$ cat src/rtl/cq_pkg.sv
package cq_pkg;

    typedef enum logic [1:0] {
        Q_IFREE = 2'd0,
        Q_IPOST = 2'd1,
        Q_OFREE = 2'd2,
        Q_OPOST = 2'd3
    } qid_e;

    typedef enum logic {
        ST_IDLE = 1'b0,
        ST_MEM  = 1'b1
    } fsm_e;

    // legal size codes are single powers of two from 2 to 32
    function automatic logic size_code_ok(input logic [31:0] c);
        return (c == 32'd2) || (c == 32'd4) || (c == 32'd8) ||
               (c == 32'd16) || (c == 32'd32);
    endfunction

endpackage

$ cat src/rtl/cq_region.sv
module cq_region #(
    parameter int ADDR_W     = 32,
    parameter int CODE_W     = 6,
    parameter int UNIT_SHIFT = 11,
    parameter int NQ         = 4
) (
    input  logic [ADDR_W-1:0]          base_i,
    input  logic [CODE_W-1:0]          code_i,
    output logic [NQ-1:0][ADDR_W-1:0]  start_o,
    output logic [NQ-1:0][ADDR_W-1:0]  end_o
);
    logic [ADDR_W-1:0] span;
    assign span = ADDR_W'(code_i) << UNIT_SHIFT;

    for (genvar g = 0; g < NQ; g++) begin : g_q
        assign start_o[g] = base_i + ADDR_W'(g) * span;
        assign end_o[g]   = base_i + ADDR_W'(g + 1) * span;
    end
endmodule

$ cat src/rtl/cq_ring.sv
module cq_ring #(
    parameter int ADDR_W      = 32,
    parameter int ENTRY_BYTES = 4
) (
    input  logic [ADDR_W-1:0] head_i,
    input  logic [ADDR_W-1:0] tail_i,
    input  logic [ADDR_W-1:0] start_i,
    input  logic [ADDR_W-1:0] end_i,
    output logic [ADDR_W-1:0] head_step_o,
    output logic [ADDR_W-1:0] tail_step_o,
    output logic              empty_o,
    output logic              full_o
);
    function automatic logic [ADDR_W-1:0] step(input logic [ADDR_W-1:0] p);
        logic [ADDR_W-1:0] n;
        n = p + ADDR_W'(ENTRY_BYTES);
        return (n == end_i) ? start_i : n;
    endfunction

    assign head_step_o = step(head_i);
    assign tail_step_o = step(tail_i);
    assign empty_o     = (head_i == tail_i);
    assign full_o      = (head_step_o == tail_i);
endmodule

$ cat src/rtl/cq_mgr.sv
module cq_mgr
    import cq_pkg::*;
#(
    parameter int ADDR_W      = 32,
    parameter int DATA_W      = 32,
    parameter int ALIGN_BITS  = 20,
    parameter int UNIT_SHIFT  = 11,
    parameter int ENTRY_BYTES = 4,
    parameter int CODE_W      = 6,
    parameter int REG_AW      = 4
) (
    input  logic              clk,
    input  logic              rst_n,
    input  logic              reg_we,
    input  logic [REG_AW-1:0] reg_addr,
    input  logic [DATA_W-1:0] reg_wdata,
    output logic [DATA_W-1:0] reg_rdata,
    input  logic              host_req,
    input  logic              host_we,
    input  logic              host_sel,
    input  logic [DATA_W-1:0] host_wdata,
    output logic              host_ack,
    output logic [DATA_W-1:0] host_rdata,
    output logic              mem_req,
    output logic              mem_we,
    output logic [ADDR_W-1:0] mem_addr,
    output logic [DATA_W-1:0] mem_wdata,
    input  logic              mem_ready,
    input  logic [DATA_W-1:0] mem_rdata,
    output logic              ipost_nempty,
    output logic              opost_nempty,
    output logic              ipost_ovf,
    output logic              ofree_ovf
);
    localparam int NQ        = 4;
    localparam int QW        = $clog2(NQ);
    localparam int CODE_LSB  = 2;
    localparam logic [REG_AW-1:0] RA_BASE = REG_AW'(0);
    localparam logic [REG_AW-1:0] RA_CTRL = REG_AW'(1);
    localparam logic [REG_AW-1:0] RA_STAT = REG_AW'(2);
    localparam logic [DATA_W-1:0] ALL_ONES = '1;

    typedef struct packed {
        logic [ADDR_W-1:0]         base;
        logic                      en;
        logic [CODE_W-1:0]         code;
        logic [1:0]                ovf;
        logic [NQ-1:0][ADDR_W-1:0] head;
        logic [NQ-1:0][ADDR_W-1:0] tail;
        fsm_e                      st;
        logic [QW-1:0]             q;
        logic                      push;
        logic                      mreq;
        logic [ADDR_W-1:0]         maddr;
        logic [DATA_W-1:0]         mdata;
        logic                      ack;
        logic [DATA_W-1:0]         rdata;
    } state_t;

    state_t s_q, s_d;

    logic [NQ-1:0][ADDR_W-1:0] q_start, q_end, head_step, tail_step;
    logic [NQ-1:0]             q_empty, q_full;
    logic                      ctrl_en;
    logic [ADDR_W-1:0]         base_w;

    assign ctrl_en = s_q.en;
    assign base_w  = s_q.base;

    cq_region #(
        .ADDR_W(ADDR_W), .CODE_W(CODE_W), .UNIT_SHIFT(UNIT_SHIFT), .NQ(NQ)
    ) i_region (
        .base_i (s_q.base),
        .code_i (s_q.code),
        .start_o(q_start),
        .end_o  (q_end)
    );

    for (genvar g = 0; g < NQ; g++) begin : g_ring
        cq_ring #(.ADDR_W(ADDR_W), .ENTRY_BYTES(ENTRY_BYTES)) i_ring (
            .head_i     (s_q.head[g]),
            .tail_i     (s_q.tail[g]),
            .start_i    (q_start[g]),
            .end_i      (q_end[g]),
            .head_step_o(head_step[g]),
            .tail_step_o(tail_step[g]),
            .empty_o    (q_empty[g]),
            .full_o     (q_full[g])
        );
    end

    // queue picked by the current host request
    logic [QW-1:0] push_q, pop_q;
    assign push_q = host_sel ? QW'(Q_OFREE) : QW'(Q_IPOST);
    assign pop_q  = host_sel ? QW'(Q_OPOST) : QW'(Q_IFREE);

    always_comb begin
        s_d     = s_q;
        s_d.ack = 1'b0;

        // local register writes
        if (reg_we) begin
            if (reg_addr == RA_BASE) begin
                if (reg_wdata[ALIGN_BITS-1:0] == '0)
                    s_d.base = reg_wdata[ADDR_W-1:0];
            end else if (reg_addr == RA_CTRL) begin
                if (size_code_ok(32'(reg_wdata[CODE_LSB +: CODE_W]))) begin
                    s_d.en   = reg_wdata[0];
                    s_d.code = reg_wdata[CODE_LSB +: CODE_W];
                end
            end else if (reg_addr == RA_STAT) begin
                s_d.ovf = s_q.ovf & ~reg_wdata[1:0];
            end else if (reg_addr[REG_AW-1]) begin
                if (reg_addr[0])
                    s_d.tail[reg_addr[QW:1]] = reg_wdata[ADDR_W-1:0];
                else
                    s_d.head[reg_addr[QW:1]] = reg_wdata[ADDR_W-1:0];
            end
        end

        // host queue port sequencing
        case (s_q.st)
            ST_IDLE: begin
                if (host_req && !s_q.ack) begin
                    if (!s_q.en) begin
                        s_d.ack   = 1'b1;
                        s_d.rdata = host_we ? '0 : ALL_ONES;
                    end else if (host_we) begin
                        if (q_full[push_q]) begin
                            s_d.ack   = 1'b1;
                            s_d.rdata = '0;
                            if (push_q == QW'(Q_IPOST)) s_d.ovf[0] = 1'b1;
                            else                        s_d.ovf[1] = 1'b1;
                        end else begin
                            s_d.st    = ST_MEM;
                            s_d.q     = push_q;
                            s_d.push  = 1'b1;
                            s_d.mreq  = 1'b1;
                            s_d.maddr = s_q.head[push_q];
                            s_d.mdata = host_wdata;
                        end
                    end else begin
                        if (q_empty[pop_q]) begin
                            s_d.ack   = 1'b1;
                            s_d.rdata = ALL_ONES;
                        end else begin
                            s_d.st    = ST_MEM;
                            s_d.q     = pop_q;
                            s_d.push  = 1'b0;
                            s_d.mreq  = 1'b1;
                            s_d.maddr = s_q.tail[pop_q];
                        end
                    end
                end
            end
            ST_MEM: begin
                if (mem_ready) begin
                    s_d.st   = ST_IDLE;
                    s_d.mreq = 1'b0;
                    s_d.ack  = 1'b1;
                    if (s_q.push) begin
                        s_d.rdata       = '0;
                        s_d.head[s_q.q] = head_step[s_q.q];
                    end else begin
                        s_d.rdata       = mem_rdata;
                        s_d.tail[s_q.q] = tail_step[s_q.q];
                    end
                end
            end
            default: s_d.st = ST_IDLE;
        endcase
    end

    always_ff @(posedge clk) begin
        if (!rst_n) begin
            s_q <= '0;
        end else begin
            s_q <= s_d;
        end
    end

    // local register read mux
    always_comb begin
        reg_rdata = '0;
        if (reg_addr == RA_BASE) begin
            reg_rdata = DATA_W'(s_q.base);
        end else if (reg_addr == RA_CTRL) begin
            reg_rdata = DATA_W'({s_q.code, 1'b0, s_q.en});
        end else if (reg_addr == RA_STAT) begin
            reg_rdata = DATA_W'(s_q.ovf);
        end else if (reg_addr[REG_AW-1]) begin
            reg_rdata = reg_addr[0] ? DATA_W'(s_q.tail[reg_addr[QW:1]])
                                    : DATA_W'(s_q.head[reg_addr[QW:1]]);
        end
    end

    assign host_ack     = s_q.ack;
    assign host_rdata   = s_q.rdata;
    assign mem_req      = s_q.mreq;
    assign mem_we       = s_q.push;
    assign mem_addr     = s_q.maddr;
    assign mem_wdata    = s_q.mdata;
    assign ipost_nempty = !q_empty[Q_IPOST];
    assign opost_nempty = !q_empty[Q_OPOST];
    assign ipost_ovf    = s_q.ovf[0];
    assign ofree_ovf    = s_q.ovf[1];

endmodule

$ cat config.mk
export PLATFORM = sky130hd
export DESIGN_NAME = cq_mgr
export DESIGN_NICKNAME = d
export VERILOG_FILES = /design/src/rtl/cq_pkg.sv /design/src/rtl/cq_region.sv /design/src/rtl/cq_ring.sv /design/src/rtl/cq_mgr.sv
export SDC_FILE = /design/constraint.sdc
export NUM_CORES = 2
export LEC_CHECK = 0
export BUFFER_PORTS_ARGS = -buffer_cell sky130_fd_sc_hd__buf_2
export CAP_MARGIN = 30
export CORE_MARGIN = 10
export CORE_UTILIZATION = 63
export DETAILED_ROUTE_END_ITERATION = 8
export GPL_TIMING_DRIVEN = 0
export PLACE_DENSITY = 0.88
export SETUP_SLACK_MARGIN = 0.3
export SLEW_MARGIN = 10
export SYNTH_ARGS = -nofsm -noshare
export SYNTH_HDL_FRONTEND = slang
export SYNTH_SLANG_ARGS = --single-unit
$ cat constraint.sdc
create_clock -name clk -period 15.7 [get_ports clk]
set_input_delay 3.14 -clock clk [delete_from_list [all_inputs] [get_ports clk]]
set_output_delay 3.14 -clock clk [all_outputs]
set_load 0.03 [all_outputs]
==> summary.md <==
| Metric | Value |
|---|---|
| Status | complete, but fails checks |
| Failing checks | design-rule violations |
| CTS tree | built |
| Initial Util | 0.637 |
| P_sw | 0.778 mW |
| Skew-Pair Late Insertion Delay | 630 ps |
| Vias in the first global route | 39500 |
| Max Transition Viols Final | 0 |
| Post-CTS Hold Buffers | 0 |
| Crit. Startpoint | s_q[361] |
| Die X | 262 um |
| Final Hold Fails | 0 |
| Clock Power Share | 0.450 |
| Post-synth ARST share | 0 |
| CP Max Fanout | 11 |
| Mapped Avg Cell Area | 7.89 um^2 |
| Net Count, Synth | 4809 |
| Input/output buffers | 214 |
| Wirelength per Cell | 33.5 um |
| Num rows | 88 |
| Worst min path class | reg -> reg |
| Post-Synthesis Cells | 4658 |
| Top cell type's share of synthesized area | 0.217 |
| Number of synthesized flops with an enable pin | 0 |
| Setup repair bufs after CTS | 0 |
| Clk sinks | 399 |
| Drc violations | 29 |
| Fillcell total | 4728 |
| Die height | 262 um |
| R2R Path End | mem_addr[5] |
| Total track usage | 0.541 |
| DRT Wirelength | 194000 um |
| Post-DR vias/cell | 7.35 |
| Final setup viols | 0 |
| Total negative setup slack | 0 ps |
| R2R depth | 28 |
| Setup crit end kind | register |
| Final instance count without filler cells | 5797 |
| Setup repair after global routing missed its margin | no |
| GPL Wtd Cong | 1.19 |
| Hold path depth | 2 |
| Combinational power share | 0.139 |
| Largest stage delay, worst path | 990 ps |
| Via count | 42600 |
| Area growth from synthesis to layout | 11.7% |
| Hold Crit Start | ipost_ovf |
| Max clock buf depth | 3 |
| Mapped cell area | 0.0368 mm^2 |
| Max transition margin | 0.129 |
| Cell taking the most area after synthesis | dfxtp_1 |
| Sequential fraction of design power | 0.411 |
| Sw frac | 0.306 |
| Iter 0 DRT Violations | 8082 |
| Worst-Margin Slew | 1290 ps |
| Data arrival, critical path | 10510 ps |
| Main synth FF type | dfxtp_1 |
| Min cycle time layout | 10010 ps |
| Post-DP HPWL | 152000 um |
| RR Startpoint | s_q[361] |
| Initial antenna violation count | 15 |
| Internal power | 1.77 mW |
| CTS Buf Count | 46 |
| Pleak | 16.2 nW |
| Final period util | 0.637 |
| #FFs+latches synth | 399 |
| Largest net degree at the start of global routing | 14 |
| Maximum clock rate | 0.0999 GHz |
| Netlist cell types | 90 |
| Register Area | 0.00799 mm^2 |
| Setup slack, reg-to-reg | 5690 ps |
| Io pins | 242 |
| First drt pass iteration count | 9 |
| Sequential fraction of the synthesis area | 0.217 |
| CP Class | reg -> reg |
| Maximum VDD drop | 0.0824 mV |
| Commonest cells post-synth | nand2_1, nor2_1, dfxtp_1, xnor2_1, clkbuf_1 |
| Hold_ws | 477 ps |
| Core area | 0.0577 mm^2 |
| Cell Count Post-Placement | 5670 |
| Max Cap Viol | 0 |
| Post-DRT Antenna Nets | 0 |
| Worst setup SP type | register |
| Hold path endpoint | ipost_ovf |
| Clock-pin slew on the worst setup and hold paths | 70 ps |
| Fraction of layout cells with a size suffix above 1 | 0.141 |
| Required time worst endpoint | 16200 ps |
| Most common cell in the netlist | nand2_1 |
| # nets final | 5134 |
| Pwr/cell area | 62.1 mW/mm^2 |
| Critical Path Most Common Cell | clkbuf_1 |
| Layout Skew | 21.9 ps |
| Synth warnings | 0 |
| Root buf cell | clkbuf_16 |
| Worst path slowest cell | nor4_1 |
| Die ar. | 0.0684 mm^2 |
| First-pass GRT wire length | 268000 um |
| GRT Residual Overflow | 0 |
| Ranking of synthesized cells by area | dfxtp_1, xnor2_1, mux2i_1, xor2_1, a211oi_1 |
| H-tree levels | 2 |
| Cells resized by post-CTS repair | 0 |
| Multi-input gate area | 0.0260 mm^2 |
[metal layers]
metal,track usage,share of wire
met1,0.602,0.32
met2,0.764,0.39
met3,0.267,0.18
met4,0.465,0.11
met5,0.000712,0.0011
[final cells by class]
type | instances | share of cell area
clock buffers | 59 | 0.0319
flip-flops and latches | 399 | 0.195
diodes | 14 | 0.000854
clock inverters | 24 | 0.00518
repair buffers | 277 | 0.0421
plain buffers | 557 | 0.0625
well taps | 765 | 0.0233
inverters | 63 | 0.00576
multi-input cells | 3639 | 0.634
[worst max-delay path by stage]
| stage | slack, ps | to |
|---|---|---|
| finish | 5690 | mem_addr[5] |
| global route | 5680 | mem_addr[7] |
| CTS | 5780 | reg_rdata[17] |
| detailed placement | 5780 | reg_rdata[17] |
| global placement | 5800 | reg_rdata[22] |
| floorplan | 7120 | reg_rdata[12] |
[placed cells by master, fill, tap and decap left out, drive strengths merged, types with 90 or more instances in the layout]
cell type  count
nand4        110
nor3         111
nor4          92
a21oi        100
xnor2        372
nor2b         90
o21ai        151
nor2         424
clkbuf       429
buf          463
dfxtp        399
nand3        122
nand2        468
mux2i        286
xor2         288
a211oi       258
[sequential cells by signal, summed over array words and instances, names as in the netlist]
signal and count:
s_q 265, base_w 32, host_rdata 32, mem_addr 32
mem_wdata 32, ctrl_en 1, host_ack 1, ipost_ovf 1
mem_req 1, mem_we 1, ofree_ovf 1
[critical path, delay by kind of cell, from the launching register on]
| family | cells | cell delay [ps] |
|---|---|---|
| AOI/OAI and AO/OA | 8 | 2440 |
| xor gates and xnor gates | 3 | 1210 |
| adders and majority gates | 2 | 640 |
| buffers and inverters | 6 | 1880 |
| DFF | 1 | 720 |
| and+or+nand+nor | 9 | 2960 |
[metrics by stage]
step | area, um^2 | utilization | worst slack (ps) | total power, mW
3_3_place_gp | 38800 | 0.672 | 5800 | 1.38
5_1_grt | 41000 | 0.711 | 5680 | 2.56
6_report | 41000 | 0.711 | 5690 | 2.55
4_1_cts | 40700 | 0.705 | 5780 | 2.48
3_5_place_dp | 39200 | 0.679 | 5780 | 1.39
2_1_floorplan | 36800 | - | 7120 | 1.26
[kinds of logic after synthesis]
family                   count (synthesis)  share of synthesized area
AND/OR/NAND/NOR                       1704                      0.227
AO/OA/AOI/OAI                          819                      0.168
XOR/XNOR                               666                      0.161
buffers and inverters                  620                     0.0763
multiplexers                           406                      0.134
flip-flops                             399                      0.217
adder cells (fa/ha/maj)                 44                     0.0160
[power groups by stage]
| stage | sequential [mW] | combinational (mW) | clock, mW |
|---|---|---|---|
| 3_5_place_dp | 1.07 | 0.320 | 0 |
| 3_3_place_gp | 1.07 | 0.310 | 0 |
| 4_1_cts | 1.04 | 0.322 | 1.12 |
| 2_1_floorplan | 1.06 | 0.196 | 0 |
| 5_1_grt | 1.05 | 0.355 | 1.16 |
| 6_report | 1.05 | 0.355 | 1.15 |
Note: power is estimated with default switching activity, not from simulation.
